===== config.mk =====
export PLATFORM = sky130hd
export DESIGN_NAME = ea_fetch_unit
export DESIGN_NICKNAME = d
export VERILOG_FILES = /design/src/rtl/ea_pkg.sv /design/src/rtl/ea_addr_calc.sv /design/src/rtl/ea_ctrl.sv /design/src/rtl/ea_fetch_unit.sv
export SDC_FILE = /design/constraint.sdc
export NUM_CORES = 1
export LEC_CHECK = 0
export ABC_AREA = 1
export BUFFER_PORTS_ARGS = -buffer_cell sky130_fd_sc_hd__buf_2
export CORE_MARGIN = 1.5
export CORE_UTILIZATION = 47
export CTS_CLUSTER_SIZE = 12
export DETAILED_ROUTE_END_ITERATION = 10
export GPL_TIMING_DRIVEN = 1
export PLACE_DENSITY_LB_ADDON = 0.25
export SETUP_SLACK_MARGIN = 0.5
export SYNTH_ARGS = -nofsm -noshare
export SYNTH_HDL_FRONTEND = slang
export SYNTH_SLANG_ARGS = --single-unit

===== constraint.sdc =====
create_clock -name clk -period 2.3 [get_ports clk]
set_input_delay 0.46 -clock clk [delete_from_list [all_inputs] [get_ports clk]]
set_output_delay 0.46 -clock clk [all_outputs]
set_load 0.01 [all_outputs]

===== src/rtl/ea_pkg.sv =====
package ea_pkg;
  typedef enum logic [2:0] {
    MODE_INHERENT = 3'd0,
    MODE_IMMED    = 3'd1,
    MODE_DIRECT   = 3'd2,
    MODE_REG_IDX  = 3'd3,
    MODE_REG_IND  = 3'd4,
    MODE_MEM_IDX  = 3'd5,
    MODE_MEM_IND  = 3'd6,
    MODE_RELATIVE = 3'd7
  } ea_mode_e;

  typedef enum logic [2:0] {
    ST_IDLE,
    ST_PTR_RD,
    ST_PTR_WAIT,
    ST_OP_RD,
    ST_OP_WAIT,
    ST_FIN
  } ea_state_e;
endpackage


===== src/rtl/ea_addr_calc.sv =====
module ea_addr_calc
  import ea_pkg::*;
#(
  parameter int W = 16
) (
  input  logic [2:0]   mode,
  input  logic         ea_only,
  input  logic [W-1:0] field1,
  input  logic [W-1:0] field2,
  input  logic [W-1:0] index_val,
  input  logic [W-1:0] reg_val,
  input  logic [W-1:0] pc_val,
  output logic [W-1:0] first_addr,
  output logic [W-1:0] chain_base,
  output logic [W-1:0] imm_operand,
  output logic         needs_ptr,
  output logic         needs_op
);
  ea_mode_e m;
  assign m = ea_mode_e'(mode);

  always_comb begin
    first_addr  = '0;
    chain_base  = '0;
    imm_operand = '0;
    needs_ptr   = 1'b0;
    needs_op    = 1'b0;
    unique case (m)
      MODE_INHERENT: ;
      MODE_IMMED:    imm_operand = field1;
      MODE_DIRECT: begin
        first_addr = field1;
        needs_op   = !ea_only;
      end
      MODE_REG_IDX: begin
        first_addr = field1 + index_val;
        needs_op   = !ea_only;
      end
      MODE_REG_IND: begin
        first_addr = reg_val;
        needs_op   = !ea_only;
      end
      MODE_MEM_IDX: begin
        first_addr = field2;
        chain_base = field1;
        needs_ptr  = 1'b1;
        needs_op   = !ea_only;
      end
      MODE_MEM_IND: begin
        first_addr = field1;
        needs_ptr  = 1'b1;
        needs_op   = !ea_only;
      end
      MODE_RELATIVE: first_addr = pc_val + field1;
      default: ;
    endcase
  end
endmodule


===== src/rtl/ea_ctrl.sv =====
module ea_ctrl
  import ea_pkg::*;
#(
  parameter int W = 16
) (
  input  logic         clk,
  input  logic         rst_n,
  input  logic         req_valid,
  output logic         req_ready,
  input  logic [W-1:0] first_addr,
  input  logic [W-1:0] chain_base,
  input  logic [W-1:0] imm_operand,
  input  logic         needs_ptr,
  input  logic         needs_op,
  output logic         mem_rd_en,
  output logic [W-1:0] mem_addr,
  input  logic [W-1:0] mem_rd_data,
  output logic         res_valid,
  output logic [W-1:0] res_ea,
  output logic [W-1:0] res_operand
);
  ea_state_e    state;
  logic [W-1:0] addr_q;
  logic [W-1:0] base_q;
  logic [W-1:0] opnd_q;
  logic         op_q;
  logic         accept;

  assign req_ready   = (state == ST_IDLE);
  assign accept      = req_valid && req_ready;
  assign mem_rd_en   = (state == ST_PTR_RD) || (state == ST_OP_RD);
  assign mem_addr    = addr_q;
  assign res_valid   = (state == ST_FIN);
  assign res_ea      = addr_q;
  assign res_operand = opnd_q;

  always_ff @(posedge clk) begin
    if (!rst_n) begin
      state  <= ST_IDLE;
      addr_q <= '0;
      base_q <= '0;
      opnd_q <= '0;
      op_q   <= 1'b0;
    end else begin
      unique case (state)
        ST_IDLE: if (accept) begin
          addr_q <= first_addr;
          base_q <= chain_base;
          opnd_q <= imm_operand;
          op_q   <= needs_op;
          if (needs_ptr)     state <= ST_PTR_RD;
          else if (needs_op) state <= ST_OP_RD;
          else               state <= ST_FIN;
        end
        ST_PTR_RD:   state <= ST_PTR_WAIT;
        ST_PTR_WAIT: begin
          addr_q <= base_q + mem_rd_data;
          state  <= op_q ? ST_OP_RD : ST_FIN;
        end
        ST_OP_RD:    state <= ST_OP_WAIT;
        ST_OP_WAIT: begin
          opnd_q <= mem_rd_data;
          state  <= ST_FIN;
        end
        ST_FIN:      state <= ST_IDLE;
        default:     state <= ST_IDLE;
      endcase
    end
  end

  assert_done_single_R1: assert property (@(posedge clk) disable iff (!rst_n)
    res_valid |=> !res_valid);
  assert_busy_after_take_R1: assert property (@(posedge clk) disable iff (!rst_n)
    accept |=> !req_ready);
  assert_no_back_to_back_rd_R11: assert property (@(posedge clk) disable iff (!rst_n)
    mem_rd_en |=> !mem_rd_en);
endmodule


===== src/rtl/ea_fetch_unit.sv =====
module ea_fetch_unit
  import ea_pkg::*;
#(
  parameter int W = 16
) (
  input  logic         clk,
  input  logic         rst_n,
  input  logic         req_valid,
  output logic         req_ready,
  input  logic [2:0]   req_mode,
  input  logic [W-1:0] req_field1,
  input  logic [W-1:0] req_field2,
  input  logic [W-1:0] req_index,
  input  logic [W-1:0] req_reg,
  input  logic [W-1:0] req_pc,
  input  logic         req_ea_only,
  output logic         mem_rd_en,
  output logic [W-1:0] mem_addr,
  input  logic [W-1:0] mem_rd_data,
  output logic         res_valid,
  output logic [W-1:0] res_ea,
  output logic [W-1:0] res_operand
);
  logic [W-1:0] first_addr, chain_base, imm_operand;
  logic         needs_ptr, needs_op;

  ea_addr_calc #(.W(W)) calc_i (
    .mode(req_mode), .ea_only(req_ea_only),
    .field1(req_field1), .field2(req_field2),
    .index_val(req_index), .reg_val(req_reg), .pc_val(req_pc),
    .first_addr(first_addr), .chain_base(chain_base),
    .imm_operand(imm_operand), .needs_ptr(needs_ptr), .needs_op(needs_op)
  );

  ea_ctrl #(.W(W)) ctrl_i (
    .clk(clk), .rst_n(rst_n),
    .req_valid(req_valid), .req_ready(req_ready),
    .first_addr(first_addr), .chain_base(chain_base),
    .imm_operand(imm_operand), .needs_ptr(needs_ptr), .needs_op(needs_op),
    .mem_rd_en(mem_rd_en), .mem_addr(mem_addr), .mem_rd_data(mem_rd_data),
    .res_valid(res_valid), .res_ea(res_ea), .res_operand(res_operand)
  );

  logic take;
  assign take = req_valid && req_ready;

  assert_inherent_zero_R2: assert property (@(posedge clk) disable iff (!rst_n)
    (take && req_mode == 3'd0) |=> (res_valid && res_ea == '0 && res_operand == '0 && !mem_rd_en));
  assert_immediate_value_R3: assert property (@(posedge clk) disable iff (!rst_n)
    (take && req_mode == 3'd1) |=> (res_valid && res_operand == $past(req_field1) && !mem_rd_en));
  assert_relative_target_R9: assert property (@(posedge clk) disable iff (!rst_n)
    (take && req_mode == 3'd7) |=> (res_valid && res_ea == W'($past(req_pc) + $past(req_field1)) && !mem_rd_en));
endmodule


; Word level (Yosys, flattened, before mapping)
; Cells that the tools add are included.
[totals]
ff_bits = 52
in_bits = 103
out_inout_bits = 51
elab_cells = 47
[classes]
addsub = 3
eq_ne = 13
n_mux = 14
n_reduce_logical = 12
[op_table]
columns = op, n
row1 = 16-bit case mux with 5 select lines, 1
row2 = 16-bit two-way mux, 4
row3 = 16-bit case mux with 2 select lines, 2
row4 = 16-bit adder, 3
row5 = 3-bit == test (second input constant), 6
row6 = 3-bit case mux with 5 select lines, 1
row7 = 3-bit by 2-bit == test with 1-bit output (second input constant), 4
row8 = 3-bit two-way mux, 4
row9 = 3-bit by 1-bit == test with 1-bit output (second input constant), 2
row10 = 2-bit AND reduction, 3
row11 = 5-bit OR reduction, 1
row12 = 2-bit nonzero test, 2
row13 = 2-bit OR reduction, 2
row14 = 3-bit zero test, 1
row15 = 1-bit two-way mux, 2
row16 = 2-bit inequality test (second input constant), 1
row17 = 1-bit logical AND, 1
row18 = 1-bit zero test, 1
row19 = 1-bit logical OR, 1

; Longest topological paths before layout
; Gate-level depths: netlist (run 1).
[depth]
word_depth = 7
mapped_depth = 20
mapped_depth_nobuf = 20

; Cells and area by module
; From an unflattened synthesis (run 1), not the netlist that was laid out.
[unflattened]
hier_cells = 882
area_unflattened_um2 = 5026.1
[by_module_without_submodules]
columns = module, instances, cells_per_inst, area_each_um2, seq_area_each_um2
row1 = ea_ctrl, 1, 511, 3259.4, 1041.0
row2 = ea_addr_calc, 1, 371, 1766.7, 0.0

; Worst setup path after synthesis (run 1)
; OpenSTA, ideal clock, no wires.
[synth_timing]
kind = input to register
startpoint = in req_mode[1]
endpoint = reg ctrl_i.addr_q[10] (netlist: ctrl_i.mem_addr[10])
arrival_ns = 2.247
required_ns = 2.181
slack_ns = -0.066
cell_stages = 18
path_cell_list = nand2_4 > clkinv_2 > nand2_4 > clkbuf_1 > nand2_1 > nand2_1 > ha_1 > nand2_1 > inv_1 > nand2_1 > nand2_1 > inv_1 > nand3_1 > or2_2 > nand3_1 > nand2_1 > nand2_1 > a21oi_1
[synth_between]
elab_chain_len = 5
[synth_rtl]
columns = element, line
row1 = from (decl), ea_fetch_unit.sv:10  ; input logic [2:0] req_mode,
row2 = 3-bit by 2-bit == test with 1-bit output / 3-bit == test (equally long branches), ea_addr_calc.sv:28  ; unique case (m)
row3 = 2-bit OR reduction (no source line), --
row4 = 16-bit case mux with 5 select lines (*), ea_addr_calc.sv:28
row5 = 16-bit two-way mux (*), ea_ctrl.sv:46  ; ST_IDLE: if (accept) begin
row6 = 16-bit case mux with 2 select lines (*), ea_ctrl.sv:45  ; unique case (state)
row7 = to (signal assigned), ea_ctrl.sv:47  ; addr_q <= first_addr;
row8 = to (signal assigned), ea_ctrl.sv:57  ; addr_q <= base_q + mem_rd_data;
row9 = to (decl), ea_ctrl.sv:23  ; logic [W-1:0] addr_q;
; Every way passes the cells marked *; elsewhere a longest branch is shown, timed or not. The select of a mux whose other input is x is not followed.
; A chain may end at the register's enable or synchronous reset.

; Worst setup path after layout (run 1)
[layout_timing]
startpoint = in req_mode[0]
endpoint = reg ctrl_i.addr_q[7] (netlist: ctrl_i.mem_addr[7])
; The elaborated chain is that of the path after synthesis.

==> results of run 1 <==
==> metrics by stage <==
step,setup slack [ps],util,hold WS [ps],power [W]
6_report,169,0.673,440,0.00473
5_1_grt,54.1,0.673,453,0.00505
4_1_cts,185,0.651,440,0.00462
3_5_place_dp,-222,0.615,464,0.00391
3_3_place_gp,-194,0.615,457,0.00389
2_1_floorplan,149,-,448,0.00305
==> synthesized netlist by cell type (2+ instances only) <==
master	number	share of area
sky130_fd_sc_hd__fa_1	2	0.0084
sky130_fd_sc_hd__xor2_1	2	0.0037
sky130_fd_sc_hd__o211ai_1	4	0.0063
sky130_fd_sc_hd__o21ai_0	37	0.039
sky130_fd_sc_hd__inv_2	10	0.0079
sky130_fd_sc_hd__o21ai_1	11	0.012
sky130_fd_sc_hd__nand2_4	3	0.0071
sky130_fd_sc_hd__a211oi_1	2	0.0031
sky130_fd_sc_hd__nand4_1	7	0.0092
sky130_fd_sc_hd__a22o_1	3	0.0055
sky130_fd_sc_hd__buf_2	12	0.013
sky130_fd_sc_hd__ha_1	33	0.087
sky130_fd_sc_hd__nor2_8	3	0.013
sky130_fd_sc_hd__nand2_2	2	0.0026
sky130_fd_sc_hd__buf_1	2	0.0016
sky130_fd_sc_hd__clkbuf_1	5	0.0039
sky130_fd_sc_hd__nand2_1	273	0.21
sky130_fd_sc_hd__a21oi_1	65	0.068
sky130_fd_sc_hd__a31oi_1	10	0.013
sky130_fd_sc_hd__a221oi_1	7	0.013
sky130_fd_sc_hd__or2_2	3	0.0039
sky130_fd_sc_hd__nor2_2	4	0.0052
sky130_fd_sc_hd__a21oi_2	2	0.0037
sky130_fd_sc_hd__dfxtp_1	52	0.22
sky130_fd_sc_hd__nor2_1	44	0.035
sky130_fd_sc_hd__o221ai_1	2	0.0037
sky130_fd_sc_hd__inv_1	87	0.068
sky130_fd_sc_hd__nand3_1	66	0.069
sky130_fd_sc_hd__nor3_1	3	0.0031
sky130_fd_sc_hd__buf_4	17	0.027
sky130_fd_sc_hd__nand3b_1	6	0.0094
sky130_fd_sc_hd__and2_1	4	0.0052
==> power by group through the flow <==
stage	clock network, W	registers (W)	logic [W]
floorplan	0	0.00142	0.00163
global placement	0	0.00136	0.00253
detailed placement	0	0.00136	0.00255
CTS	0.000635	0.00134	0.00264
global route	0.000672	0.00138	0.00301
finish	0.000635	0.00134	0.00276
==> worst max-delay path: stages <==
cell                       delay (ps)
sky130_fd_sc_hd__buf_8            110
sky130_fd_sc_hd__nand2_8          100
sky130_fd_sc_hd__clkinv_8          70
sky130_fd_sc_hd__nand2_8          100
sky130_fd_sc_hd__buf_4            110
sky130_fd_sc_hd__nand2_2           40
sky130_fd_sc_hd__nand2_2           80
sky130_fd_sc_hd__ha_4             220
sky130_fd_sc_hd__a21oi_2          180
sky130_fd_sc_hd__nor2_1            80
sky130_fd_sc_hd__nor2_2           120
sky130_fd_sc_hd__buf_4            120
sky130_fd_sc_hd__nand3b_1          70
sky130_fd_sc_hd__nand3_1          100
sky130_fd_sc_hd__nand4_1          150
sky130_fd_sc_hd__a21oi_1          190
sky130_fd_sc_hd__nor2_1            50
==> cell type report <==
| class | count | area [µm²] |
|---|---|---|
| inverter | 100 | 393 |
| clock inverter | 2 | 35.0 |
| fill | 927 | 3210 |
| clock buffer | 6 | 72.6 |
| sequential | 52 | 1040 |
| multi-input combinational | 606 | 3630 |
| tap | 133 | 166 |
| timing repair buffer | 213 | 1270 |
==> worst min-delay path by stage <==
stage / from / slack (ps) / endpoint / depth (start not counted)
finish: mem_rd_data[5] / 440 / ctrl_i.res_operand[5] / 3
global route: mem_rd_data[10] / 450 / ctrl_i.res_operand[10] / 3
CTS: mem_rd_data[5] / 440 / ctrl_i.res_operand[5] / 3
detailed placement: ctrl_i.base_q[10] / 460 / ctrl_i.base_q[10] / 2
global placement: ctrl_i.base_q[10] / 460 / ctrl_i.base_q[10] / 2
floorplan: ctrl_i.base_q[10] / 450 / ctrl_i.base_q[10] / 2
==> logic make-up after synthesis <==
| kind of cell | Yosys count | synth area share |
|---|---|---|
| simple gates | 420 | 0.381 |
| compound gates | 147 | 0.173 |
| buf+inv | 137 | 0.127 |
| flops | 52 | 0.218 |
| fa+ha+maj | 35 | 0.0949 |
| xor+xnor | 3 | 0.00551 |
==> routing by layer <==
layer  GRT usage  up-vias
met5           0        -
met4      0.0615        0
met3      0.0252       18
met2       0.526      286
met1       0.406     2642
li1            -     2942
==> timing repair <==
item                       in CTS  in global routing
setup endpoints to repair      15                 15
pin swaps                      39                 32
gates resized for setup        52                 47
gates cloned                    1                  0
setup buffers                   5                  6
==> registers in the layout, summed over array words and instances (netlist names) <==
register	count
ctrl_i.mem_addr	16
ctrl_i.op_q	1
ctrl_i.res_operand	16
ctrl_i.state	3
ctrl_i.base_q	16
==> results.txt, run 1 <==
Summed over all nets, the switching power comes to 0.00220 W. The worst setup slack for register-to-register paths came out at 300 ps. The count of standard-cell rows came out at 36. The internal cell power came out at 0.00254 W.

The library cell used most frequently in the layout, excluding fill and tap cells, is sky130_fd_sc_hd__nand2_1. The synthesized design contains 0 enable-type register cells. The critical path in this run is classified as input pin to flop. The amount of wire on met3 after detailed routing is 1.44 mm. The count of non-filler cells in the finished layout is 1112. The worst setup path is launched from an input pin. The die width came out at 104 µm.

The placeable core area came out at 9820 µm². The number of distinct library cells after synthesis is 43. The number of max-slew violations in the final report was 0. The number of nets still failing antenna checks after routing came out at 0.

In this run, synthesis produced a sequential element count of 52. The worst register-to-register path begins at ctrl_i.base_q[0]. The highest ir drop seen on vdd is 0.000390 V.

The area growth from synthesis to layout came out at 38.5%. The detailed-route via count is 5888. After clock tree synthesis, the flow added hold-fix buffers numbering 0. The worst register-to-register path ends at ctrl_i.mem_addr[14]. Of the total power, the share spent switching nets is 0.464. Dividing the final minimum period by the clock period gives 0.927. The number of buffer cells added on primary ports came out at 153. At the pin with the least slew margin, the transition time is 478 ps. The maximum number of pins on one net before global-route repair came out at 26. The run finished with clean final reports. The worst pin sits at a relative slew slack of 0.681. The wire length per cell came out at 15.1 µm. The pre-antenna-repair detailed-routing pass consisted of 5 iterations. The share of synthesized flip-flops with an asynchronous set or reset came out at 0.

In the synthesized netlist, the number of instances is 794. The maximum level of the CTS H-tree came out at 2. The wire length after detailed routing came out at 16.8 mm.

The tool flagged a number of max-cap violations equal to 0. The total nets after synthesis is 932. Setup repair after global routing could not meet its margin everywhere. The count of synthesis-stage warnings from yosys came out at 0. The total DRC errors in the routed layout came out at 0. The sequential element share of the synthesized area came out at 0.218. The total clock buffers created by CTS is 5.

The estimated wirelength of the detail-placed design is 12.7 mm. The maximum operating frequency came out at 469 MHz. The part of the total power dissipated in the clock network came out at 0.134. The number of clock sinks came out at 52.

The cell area after technology mapping came out at 4770 µm². Setup violations remaining at the end of the flow were counted as 0. The die covers 10800 µm². The final weighted congestion of routability-driven global placement came out at 0.939. The number of antenna violations at the first check in global routing came out at 0.

The routed via count divided by cell count is 5.29. The cell count of the worst reg-to-reg path is 15. The setup TNS after final layout came out at 0 ps. Of the total power, combinational logic draws 0.582. Data on the critical path is required at its endpoint by 2510 ps. The instance count after placement with tap cells included is 1092. TritonCTS built the clock tree. The DRC violation total after the first TritonRoute iteration came out at 357. The hold violation total from the final report is 0. The critical path starts at req_mode[0]. The clock period minus worst slack came out at 2130 ps. Clock latency on the worst-skew pair, taken at its later pin, is 310 ps.

For this configuration, the core starts out at a cell density of 0.486. The clock skew after layout is 3.98 ps. The clock slew seen by the registers of the worst setup and hold paths is 100 ps. The leftover overflow at the end of global routing came out at 0. The number of placed I/O pins came out at 154.

The met1 wire length came out at 6.94 mm. Clock tree synthesis selected as its root buffer the cell sky130_fd_sc_hd__clkbuf_8. The vertical die dimension is 104 µm.

At the worst endpoint, the arrival time is 2340 ps. The type of the tightest min-delay check is input pin to flop. The repair_antennas step left the layout with diodes totalling 0. The number of global-route vias before repair came out at 5387. The first global-routing pass estimated 26.4 mm of wire. The most critical setup path has its endpoint at ctrl_i.mem_addr[7].

The cell area after layout came out at 6610 µm². The sequential group share of total power came out at 0.284. Leaving out fill and tap cells, the most frequent cells in the layout are sky130_fd_sc_hd__nand2_1 (227), sky130_fd_sc_hd__buf_2 (150), sky130_fd_sc_hd__inv_1 (81). Along the worst path, the maximum fanout reaches 6. The cell area power density came out at 716 nW/µm². The critical path capture point type is a flop.

In this run the static leakage power is 3.50 nW. The highest layer used for signal routing is met4. The count of nets after finishing came out at 1116. The most used flip-flop cell after synthesis is sky130_fd_sc_hd__dfxtp_1. The amount of wire on met2 after detailed routing is 8.19 mm. A synthesized cell averages 6.01 µm². The longest clock path from root to sink contains 2 buffers.

In this run the cell area measured after placement is 6040 µm². The combined global-route utilization of all metal layers is 0.301. In the final layout, the share of cells above drive strength 1 is 0.356.
(Power assumes the default switching activity.)
==> run 2, diff against run 1 <==
- CORE_UTILIZATION: 47 -> 50
- clock period: 2.3 -> 2.6 ns (I/O delays scaled with it)
==> results.txt, run 2 (synthesis gave the netlist of run 1 again) <==
The data required time of the critical path came out at 2820 ps (was 2510 ps). The number of inserted diodes came to 0 (unchanged). The static leakage is 3.35 nW (was 3.50 nW). The detailed-routing iteration count for the pre-antenna-repair pass is 5 (unchanged). The share of post-route cells with drive strength above 1 is 0.332 (was 0.356). The maximum operating frequency is 451 MHz. The maximum count of clock buffers along a single path is 2 (unchanged). The number of placed I/O pins is 154 (unchanged).

The largest fanout on the critical path came out at 7 (was 6). The count of filler cells inserted in the layout came out at 799 (was 927). The cell area power density is 638 nW/µm² (was 716 nW/µm²). The utilization after layout is 0.693 (was 0.673).

The first-pass GRT wire length is 25.5 mm (was 26.4 mm). The number of clock sinks was 52 (unchanged). The leftover overflow at the end of global routing is 0 (unchanged). Leading cell types in the layout, fill and taps excluded: sky130_fd_sc_hd__nand2_1 (232), sky130_fd_sc_hd__buf_2 (150), sky130_fd_sc_hd__inv_1 (83) (was sky130_fd_sc_hd__nand2_1 (227), sky130_fd_sc_hd__buf_2 (150), sky130_fd_sc_hd__inv_1 (81)). The worst slew margin relative to its limit is 0.540 (was 0.681). The root buffer cell is sky130_fd_sc_hd__clkbuf_8 (unchanged). The detailed-route via count came to 5874 (was 5888). The data arrival time of the critical path is 2440 ps (was 2340 ps). The placeable core area is 9240 µm² (was 9820 µm²). The initial standard-cell utilization of the core is 0.516 (was 0.486). The final-layout worst hold slack came out at 481 ps (was 440 ps). The clock period minus worst slack came out at 2220 ps. The count of nets after finishing is 1090 (was 1116). The type of element launching the critical path is an input pin (unchanged). The total DRC errors in the routed layout came to 0 (unchanged). The number of nets still failing antenna checks after routing came out at 0 (unchanged). The setup TNS after final layout came out at 0 ps (unchanged). The critical path capture point type is a flop (unchanged).

The share of the clock period used by the worst path after layout came out at 0.854. The clock skew after layout came out at 7.68 ps (was 3.98 ps). The area of the die is 10100 µm² (was 10800 µm²). The count of standard-cell rows came to 35 (was 36). Outcome: finished clean (unchanged). The worst setup path category is input pin to flop (unchanged). RSZ-0062 raised after global routing: yes (unchanged).

The highest ir drop seen on vdd was 0.000324 V (was 0.000390 V). The clock slew seen by the registers of the worst setup and hold paths is 90 ps (was 100 ps). The wire length after detailed routing is 16.7 mm (was 16.8 mm). The number of buffer cells added on primary ports was 153 (unchanged). The transition at the pin with the smallest max-transition slack is 689 ps (was 478 ps).

The final weighted congestion of routability-driven global placement is 0.965 (was 0.939). The routed via count divided by cell count is 5.43 (was 5.29). The later-pin clock latency in the skew report is 310 ps (about the same). The estimated wirelength of the detail-placed design is 12.4 mm (was 12.7 mm). The DRC violation total after the first TritonRoute iteration is 463 (was 357).

The total clock buffers created by CTS is 5 (unchanged). The number of global-route vias before repair came out at 5321 (was 5387). The combined global-route utilization of all metal layers came out at 0.318 (was 0.301). The area growth from synthesis to layout came out at 34.2% (was 38.5%). The type of the tightest min-delay check is flop to flop (was input pin to flop). The maximum number of pins on one net before global-route repair came out at 26 (unchanged). The number of max-cap violations was 0 (unchanged).

The setup violation total in the final timing report is 0 (unchanged). The hold violation total from the final report was 0 (unchanged). The number of antenna violations at the first check in global routing is 0 (unchanged).

The wire length per cell came to 15.4 µm (was 15.1 µm). The most common library cell in the layout ignoring fill and taps is sky130_fd_sc_hd__nand2_1 (unchanged). The number of hold-repair buffers added at the cts stage is 0 (unchanged). The vertical die dimension came out at 101 µm (was 104 µm). The number of max-slew violations in the final report is 0 (unchanged). The maximum level of the CTS H-tree was 2 (unchanged). The die width was 101 µm (was 104 µm). The CTS tree was done (unchanged).
==> run 2: changes by cell type in the layout (fill, tap and decap cells not counted), sizes merged <==
cell	change
buf	-27
clkbuf	+1
==> run 2: area by class of cell <==
| class | instances | area, µm² | area share |
|---|---|---|---|
| Multi-Input combinational cell | 606 | 3610 | 0.564 |
| Tap cell | 129 | 161 | 0.0252 |
| Clock inverter | 2 | 35.0 | 0.00547 |
| Inverter | 100 | 395 | 0.0617 |
| Clock buffer | 6 | 72.6 | 0.0113 |
| Sequential cell | 52 | 1040 | 0.163 |
| Timing Repair Buffer | 187 | 1090 | 0.170 |
==> run 2: critical path: stages <==
cell and delay, ps:
sky130_fd_sc_hd__buf_8 90, sky130_fd_sc_hd__nand2_8 80, sky130_fd_sc_hd__nor2_8 190, sky130_fd_sc_hd__nand2_2 70, sky130_fd_sc_hd__nand2_2 70, sky130_fd_sc_hd__ha_4 130
sky130_fd_sc_hd__inv_2 40, sky130_fd_sc_hd__fa_2 370, sky130_fd_sc_hd__inv_4 90, sky130_fd_sc_hd__nand3_2 90, sky130_fd_sc_hd__nand3_4 100, sky130_fd_sc_hd__nand3_4 80
sky130_fd_sc_hd__nand3_2 70, sky130_fd_sc_hd__nand2_1 50, sky130_fd_sc_hd__nand3_1 70, sky130_fd_sc_hd__nand2_1 70, sky130_fd_sc_hd__nand2_1 70, sky130_fd_sc_hd__nand3_1 70
sky130_fd_sc_hd__nand2_1 80, sky130_fd_sc_hd__inv_1 30
==> run 2: report_power, final <==
group | total, W | switching (W) | internal, W
Clock | 0.000571 | 0.000284 | 0.000287
Sequential | 0.00118 | 0.000155 | 0.00102
Combinational | 0.00234 | 0.00148 | 0.000852
Total | 0.00408 | 0.00192 | 0.00216
==> run 2: repair_timing <==
item                                    in CTS  in global routing
endpoints found under the setup margin      14                 15
cloned                                       1                  1
resized for setup                           14                 72
pin swaps                                    7                 36
setup buffers                                3                  9
==> run 2: path summary, 6_finish.rpt <==
check | slack, ps | depth (start not counted) | to | start
worst min-delay path | 480 | 2 | ctrl_i.base_q[12] | ctrl_i.base_q[12]
worst max-delay path | 380 | 20 | ctrl_i.mem_addr[12] | req_mode[0]
worst max register to register | 490 | 15 | ctrl_i.mem_addr[14] | ctrl_i.base_q[0]
worst min register to register | 480 | 2 | ctrl_i.base_q[12] | ctrl_i.base_q[12]
==> run 2: routing by layer <==
layer	global-route usage	vias to the layer above	wire, µm
met3	0.0388	42	1510
met5	0	-	0
met2	0.547	297	7780
met4	0.0910	0	424
li1	-	2902	-
met1	0.418	2633	6940
==> run 2: through the flow <==
step / power (W) / area [µm²] / setup slack [ps] / instances
6_report: 0.00408 / 6400 / 381 / 1082
5_1_grt: 0.00436 / 6400 / 206 / 1082
4_1_cts: 0.00392 / 6020 / 448 / 1072
3_5_place_dp: 0.00334 / 5820 / 9.40 / 1060
3_3_place_gp: 0.00333 / 5820 / 15.1 / 1060
2_1_floorplan: 0.00270 / 4950 / 389 / 794
==> run 3, diff against run 2 <==
- CTS_BUF_LIST: not set -> sky130_fd_sc_hd__clkbuf_4
- SETUP_SLACK_MARGIN: 0.5 -> not set
==> results.txt, run 3 (synthesis gave the netlist of run 1 again) <==
Outcome: finished clean (unchanged). The total DRC errors in the routed layout is 0 (unchanged). The startpoint of the worst register-to-register path is ctrl_i.base_q[0] (unchanged). RSZ-0062 raised after global routing: no (was yes). The type of the tightest min-delay check was input pin to flop (was flop to flop).

The initial standard-cell utilization of the core came out at 0.516 (unchanged). The launch instance of the worst min-delay path is req_ea_only (was ctrl_i.base_q[12]). The cell area power density came out at 649 nW/µm² (was 638 nW/µm²).

The maximum operating frequency was 444 MHz (was 451 MHz). The number of max-cap violations is 0 (unchanged). The static leakage came out at 3.28 nW (was 3.35 nW). The setup violation total in the final timing report came out at 0 (unchanged).

The estimated wirelength of the detail-placed design is 12.4 mm (about the same). The number of hold-repair buffers added at the cts stage is 0 (unchanged). The largest fanout on the critical path came out at 10 (was 7). The number of buffer cells added on primary ports came out at 153 (unchanged).

The count of non-filler cells in the finished layout came to 1084 (was 1082). The type of element launching the critical path is an input pin (unchanged). The data required time of the critical path came out at 2930 ps (was 2820 ps). The later-pin clock latency in the skew report was 380 ps (was 310 ps).

The clock skew after layout is 10.1 ps (was 7.68 ps). The routed via count divided by cell count came out at 5.22 (was 5.43). The wire length after detailed routing came out at 15.3 mm (was 16.7 mm). The DRC violation total after the first TritonRoute iteration is 480 (was 463). The final weighted congestion of routability-driven global placement came out at 0.970 (was 0.965). The number of antenna violations at the first check in global routing is 0 (unchanged). The share of the clock period used by the worst path after layout is 0.866 (was 0.854). The overall power after layout was 0.00378 W (was 0.00408 W). The vertical die dimension came out at 101 µm (unchanged). The number of gates resized after cts is 0 (was 14). The placeable core area is 9240 µm² (unchanged). The number of inserted diodes came out at 0 (unchanged).

The leftover overflow at the end of global routing is 0 (unchanged). The setup TNS after final layout is 0 ps (unchanged). The detailed-routing iteration count for the pre-antenna-repair pass came out at 5 (unchanged). The worst setup path startpoint is req_mode[1] (was req_mode[0]). The utilization after layout is 0.631 (was 0.693).

The area growth from synthesis to layout came out at 22.2% (was 34.2%). The instance count after placement with tap cells included is 1076 (was 1060). The combined global-route utilization of all metal layers came to 0.306 (was 0.318).

The share of post-route cells with drive strength above 1 is 0.241 (was 0.332). The root buffer cell is sky130_fd_sc_hd__clkbuf_4 (was sky130_fd_sc_hd__clkbuf_8). The highest ir drop seen on vdd is 0.000281 V (was 0.000324 V).

The worst setup path category is input pin to flop (unchanged). The maximum level of the CTS H-tree came to 2 (unchanged). The clock slew seen by the registers of the worst setup and hold paths came out at 160 ps (was 90 ps).

The total area of multi-input combinational cells came out at 3130 µm² (was 3610 µm²). The maximum count of clock buffers along a single path came out at 2 (unchanged). The number of clock sinks came to 52 (unchanged). The number of global-route vias before repair came out at 5126 (was 5321). The CTS tree is done (unchanged). The first-pass GRT wire length came out at 24.6 mm (was 25.5 mm). The number of nets still failing antenna checks after routing is 0 (unchanged).

The detailed-route via count is 5663 (was 5874). The register area came out at 1040 µm² (unchanged). The count of filler cells inserted in the layout is 947 (was 799). The data arrival time of the critical path is 2580 ps (was 2440 ps). The most common library cell in the layout ignoring fill and taps is sky130_fd_sc_hd__nand2_1 (unchanged).

The clock period minus worst slack came out at 2250 ps (was 2220 ps). The total clock buffers created by CTS came to 5 (unchanged). The number of max-slew violations in the final report came to 0 (unchanged). The critical path capture point type is a flop (unchanged).

The cell count of the worst reg-to-reg path is 15 (unchanged). The transition at the pin with the smallest max-transition slack came out at 579 ps (was 689 ps). The number of instances on the worst hold path came out at 4 (was 2). The worst slew margin relative to its limit was 0.614 (was 0.540).

The maximum number of pins on one net before global-route repair is 27 (was 26). The count of nets after finishing is 1092 (was 1090). The setup fix buffers added after clock tree synthesis is 0 (was 3). The number of placed I/O pins is 154 (unchanged). The wire length per cell came out at 14.2 µm (was 15.4 µm).

The die width came out at 101 µm (unchanged). The area of the die is 10100 µm² (unchanged). The count of standard-cell rows is 35 (unchanged).

The final-layout worst hold slack is 419 ps (was 481 ps). The hold violation total from the final report is 0 (unchanged). Leading cell types in the layout, fill and taps excluded: sky130_fd_sc_hd__nand2_1 (273), sky130_fd_sc_hd__buf_2 (153), sky130_fd_sc_hd__inv_1 (87) (was sky130_fd_sc_hd__nand2_1 (232), sky130_fd_sc_hd__buf_2 (150), sky130_fd_sc_hd__inv_1 (83)).
[run 3: power breakdown]
part / internal, W / total, W / leakage [nW] / switching, W
Sequential: 0.00102 / 0.00118 / 0.425 / 0.000155
Combinational: 0.000775 / 0.00213 / 2.81 / 0.00136
Clock: 0.000201 / 0.000476 / 0.0412 / 0.000275
[run 3: worst paths after layout]
path         slack (ps)                    end
max                 350    ctrl_i.mem_addr[10]
min                 420        ctrl_i.state[1]
max reg2reg         490    ctrl_i.mem_addr[14]
min reg2reg         480  ctrl_i.res_operand[2]
[run 3: worst max-delay path, cell delays in order]
cell and delay [ps]:
sky130_fd_sc_hd__buf_2 120, sky130_fd_sc_hd__nand2_4 110, sky130_fd_sc_hd__clkinv_2 90, sky130_fd_sc_hd__nand2_4 110, sky130_fd_sc_hd__nand2_1 60, sky130_fd_sc_hd__nand2_1 60, sky130_fd_sc_hd__ha_1 160, sky130_fd_sc_hd__inv_1 70
sky130_fd_sc_hd__fa_1 370, sky130_fd_sc_hd__inv_1 110, sky130_fd_sc_hd__buf_4 110, sky130_fd_sc_hd__nand3_1 90, sky130_fd_sc_hd__nand3_1 120, sky130_fd_sc_hd__or2_2 110, sky130_fd_sc_hd__nand3_1 50, sky130_fd_sc_hd__nand2_1 80
sky130_fd_sc_hd__nand2_1 80, sky130_fd_sc_hd__a21oi_1 160
[run 3: area by class of cell]
class / count / area share
tap: 129 / 0.0277
timing repair buffer: 190 / 0.179
inverter: 100 / 0.0650
clock inverter: 3 / 0.00729
multi-input combinational: 605 / 0.536
clock buffer: 5 / 0.00644
sequential: 52 / 0.179
[run 3: metal layers]
layer | track usage | vias up | routed length [µm]
met4 | 0.0813 | 0 | 289
li1 | - | 2891 | -
met3 | 0.0347 | 28 | 1400
met5 | 0 | - | 0
met1 | 0.416 | 2484 | 6630
met2 | 0.514 | 260 | 7020
[run 3: through the flow]
step / setup slack (ps) / instance area, µm²
2_1_floorplan: 174 / 4770
3_3_place_gp: 3.95 / 5750
3_5_place_dp: -45.2 / 5750
4_1_cts: 350 / 5830
5_1_grt: 102 / 5830
6_report: 348 / 5830
